### config.mk
export PLATFORM = sky130hd
export DESIGN_NAME = flash_snoop_striper
export DESIGN_NICKNAME = d
export VERILOG_FILES = /design/src/rtl/flash_snoop_striper.sv
export SDC_FILE = /design/constraint.sdc
export NUM_CORES = 1
export LEC_CHECK = 0
export BUFFER_PORTS_ARGS = -buffer_cell sky130_fd_sc_hd__buf_2
export CORE_ASPECT_RATIO = 1.25
export CORE_MARGIN = 1.5
export CORE_UTILIZATION = 40
export DETAILED_ROUTE_END_ITERATION = 8
export PLACE_DENSITY = 0.86
export SLEW_MARGIN = 20
export SYNTH_ARGS = -nofsm -noshare
export SYNTH_HDL_FRONTEND = slang
export SYNTH_SLANG_ARGS = --single-unit
### constraint.sdc
create_clock -name clk -period 5.4 [get_ports clk]
set_input_delay 0.54 -clock clk [delete_from_list [all_inputs] [get_ports clk]]
set_output_delay 0.54 -clock clk [all_outputs]
set_load 0.05 [all_outputs]
### src/rtl/flash_snoop_striper.sv
module flash_snoop_striper #(
  parameter int LVL_W = 6
) (
  input  logic             clk,
  input  logic             rst_n,
  input  logic             cfg_two_mem,
  input  logic             cfg_sep_bus,
  input  logic             cs_active,
  input  logic             xfer_req,
  input  logic [15:0]      tx_head,
  input  logic [LVL_W-1:0] tx_level,
  output logic             bus_launch,
  output logic [15:0]      bus_tx,
  output logic [1:0]       tx_pop_cnt,
  output logic             underflow_evt,
  input  logic             rx_valid,
  input  logic [15:0]      bus_rx,
  input  logic             rx_full,
  output logic [1:0]       rx_push_cnt,
  output logic [15:0]      rx_push_data,
  output logic             overflow_evt
);
  localparam int NB = 2;
  localparam int BW = 8;
  localparam int DW = NB * BW;
  localparam logic [7:0] ST_CHECK  = 8'hFF;
  localparam logic [7:0] ST_NONE   = 8'hFE;
  localparam logic [7:0] ST_STRIPE = 8'h00;

  function automatic logic [DW-1:0] spread(input logic [DW-1:0] x);
    logic [DW-1:0] o;
    for (int k = 0; k < DW; k++) o[k] = x[BW*(k % NB) + k / NB];
    return o;
  endfunction

  function automatic logic [DW-1:0] gather(input logic [DW-1:0] r);
    logic [DW-1:0] d;
    for (int k = 0; k < DW; k++) d[BW*(k % NB) + k / NB] = r[k];
    return d;
  endfunction

  function automatic logic [7:0] decode(input logic [7:0] op);
    case (op)
      8'h03, 8'h02, 8'hA2, 8'h32: return 8'd3;
      8'h0B, 8'h3B, 8'h6B, 8'hBB: return 8'd4;
      8'hEB:                      return 8'd6;
      default:                    return ST_NONE;
    endcase
  endfunction

  logic [7:0] snoop_q, snoop_d;
  logic       striped_q;
  logic       two_bus, wide, fire;
  logic [1:0] need;

  assign two_bus = cfg_two_mem & cfg_sep_bus;
  assign wide    = two_bus && (snoop_q == ST_STRIPE);
  assign need    = wide ? 2'd2 : 2'd1;
  assign fire    = xfer_req & cs_active;

  assign bus_launch    = fire && (tx_level >= LVL_W'(need));
  assign underflow_evt = fire && (tx_level <  LVL_W'(need));
  assign tx_pop_cnt    = bus_launch ? need : 2'd0;
  assign bus_tx        = wide ? spread(tx_head) : {tx_head[7:0], tx_head[7:0]};

  assign overflow_evt  = rx_valid & rx_full;
  assign rx_push_cnt   = (rx_valid & ~rx_full) ? (striped_q ? 2'd2 : 2'd1) : 2'd0;
  assign rx_push_data  = striped_q ? gather(bus_rx) : {8'h00, bus_rx[7:0]};

  always_comb begin
    snoop_d = snoop_q;
    if (!cs_active) snoop_d = ST_CHECK;
    else if (bus_launch) begin
      case (snoop_q)
        ST_CHECK:           snoop_d = decode(tx_head[7:0]);
        ST_NONE, ST_STRIPE: snoop_d = snoop_q;
        default:            snoop_d = snoop_q - 8'd1;
      endcase
    end
  end

  always_ff @(posedge clk) begin
    if (!rst_n) begin
      snoop_q   <= ST_CHECK;
      striped_q <= 1'b0;
    end else begin
      snoop_q <= snoop_d;
      if (bus_launch) striped_q <= wide;
    end
  end
endmodule

==> metrics <==
syn_nets 209; Synth Flop Type dfxtp_1; number of I/O port buffers 82; Critical Path RT 4.86 ns; worst hold path depth 2; clk buf depth 2; post-layout util 57.7%; sw frac 43.4%; 1st-iter DRT viols 38; final worst clock skew 0.00300 ns; Mapped Area 1120 µm²; Core Footprint 2680 µm²; die area 3130 µm²; Die Y 62.2 µm; EDFF count, synth 0; reg2reg path depth 11; CP max stage delay 0.52 ns; LEAKAGE 0.812 nW; residual DRC count 0; Antenna Nets Post-Route 0; normalized max-slew margin 50.8%; Via-to-Cell Ratio 5.26; htree depth 1; CTS tree yes; Routed WL 3280 µm; clock root cell clkbuf_4; CP Launch Type flip-flop; first-pass GRT wire length 5200 µm; WL/cell 12.3 µm; Worst-path clk slew 0.06 ns; diode count 0; Pre-Repair DR Iteration Count 4; Die X 50.4 µm; global route overflow 0; CP max stage cell and3_1; CP Class reg -> out; dpl hpwl 2730 µm; clk_lat worst skew 0.27 ns; Post-Layout Cell Count 267; Worst Path Max Fanout 18; maximum VDD drop 0.0908 mV; part of the cycle the worst path needs 73.0%; vias in the first global route 1,197; Crit path depth 9; Net Switching 0.105 mW; Placer Congestion 0.733; max_cap viols 0; Resized Gates After CTS 0; synth-to-layout area growth 38.1%; register share of total power 29.6%; max-slew violations 0; Fin. Hold Viols 0; CP arrival 3.40 ns; share of the yosys chip area belonging to registers 16.1%; pin count of the biggest net entering global routing 19; clock power share 22.1%; clock sinks 9; unrepaired setup endpoints after global routing no; setup violators final 0; via count 1,405; post-CTS setup buffer count 0; nets@finish 286; total negative setup slack 0 ns; Avg Cell Area, Syn 7.14 µm²; CP top delay family simple AND/OR/NAND/NOR gates; CTS Hold Bufs 0; CP Capture Type primary output; ys async rst share 0%; Max Clock Freq 254 MHz; Inserted Clock Buffers 3; Placed Cells 263; commonest non-fill, non-tap cells in the layout buf_2, nand2_1, and2_1, nor2_1, dfxtp_1; Pint 0.137 mW; Worst Hold Class in -> reg; Yosys cell types 44; io pins 85; worst slew pin tran 0.734 ns; Power Total 0.242 mW; fin crit period 3.94 ns; share of layout cells above drive strength 1 42.9%; total track usage 20.8%; Ys Warns 0; cells along the critical path nor3_1 -> and4b_1 -> and3_1 -> clkinv_1 -> ha_1 -> nor2b_1 -> o41ai_4 -> inv_2 -> buf_2; outcome finished, final reports clean; commonest non-fill, non-tap cell in the layout buf_2; row cnt 21; cells after synthesis 157; Comb power frac 48.3%; Initial Utilization 41.8%; PwrDens 156 nW/µm²; crit path buf inv count 3; FF+latch count, synth 9; initial antenna violation count 0
==> cell usage after synthesis (all sizes together) (2+ instances only) <==
master  number  area (µm²)
nor4         2        12.5
nand4        2        18.8
nand2       41         156
a211oi       4        30.0
dfxtp        9         180
a221oi       2        17.5
xor2         2        17.5
nor3         2        10.0
and2        12        75.1
clkbuf       6        22.5
a21oi        5        25.0
a211o        2        17.5
mux2         8        90.1
nor2         9        33.8
o311a        2        20.0
ha           6        75.1
nand3b       2        27.5
nand3        3        15.0
nor4b        2        17.5
o21ai        4        20.0
buf          4        30.0
o21bai       2        15.0
inv          5        18.8
a31oi        3        18.8
nand2b       3        18.8
==> power groups by stage <==
stage | clock (mW) | sequential (mW) | combinational, mW
6_report | 0.0533 | 0.0716 | 0.117
5_1_grt | 0.0587 | 0.0720 | 0.125
4_1_cts | 0.0559 | 0.0715 | 0.117
3_5_place_dp | 0 | 0.0730 | 0.116
3_3_place_gp | 0 | 0.0728 | 0.115
2_1_floorplan | 0 | 0.0721 | 0.0842
==> area by class of cell <==
type	count	area [µm²]
Fill cell	271	1130
Multi-Input combinational cell	132	866
Timing Repair Buffer	82	410
Sequential cell	9	180
Tap cell	34	42.5
Clock buffer	4	26.3
Inverter	6	22.5
==> registers in the layout, summed over array words and instances, names as in the netlist <==
signal / flops
striped_q: 1
snoop_q: 8
==> worst register-to-register path, delay by kind of cell, from the launching register on <==
family,cells,cell delay [ns]
AOI/OAI and AO/OA,3,0.76
and+or+nand+nor,5,1.43
DFF,1,0.35
adders and majority gates,1,0.38
buffers and inverters,2,0.51
==> per-layer routing <==
metal	track usage [%]	up-vias	share of wire, %
met2	38.5	55	52
met5	0	-	0
met1	22.6	643	39
met4	8.78	0	1.4
li1	-	702	-
met3	3.37	5	7.7
==> logic make-up after synthesis <==
family / Yosys count / share of synthesized area, %
AO/OA/AOI/OAI: 28 / 19.2
AND/OR/NAND/NOR: 87 / 41.0
adder cells (fa/ha/maj): 6 / 6.70
flip-flops: 9 / 16.1
buffers and inverters: 16 / 6.70
multiplexers: 8 / 8.04
XOR/XNOR: 3 / 2.34
==> metrics by stage <==
step,area (µm²),setup WS [ns],hold WS [ns]
finish,1550,1.46,0.519
global route,1550,1.19,0.540
CTS,1550,1.46,0.518
detailed placement,1520,1.76,0.512
global placement,1520,1.86,0.499
floorplan,1120,1.43,0.479
==> worst paths after layout <==
kind,from,endpoint,slack (ns)
worst min-delay path,rst_n,striped_q,0.52
worst max register to register,snoop_q[4],snoop_q[0],1.86
worst min register to register,snoop_q[7],snoop_q[7],0.52
worst max-delay path,snoop_q[4],bus_launch,1.46
No activity file was read; power rests on OpenSTA's default activity.
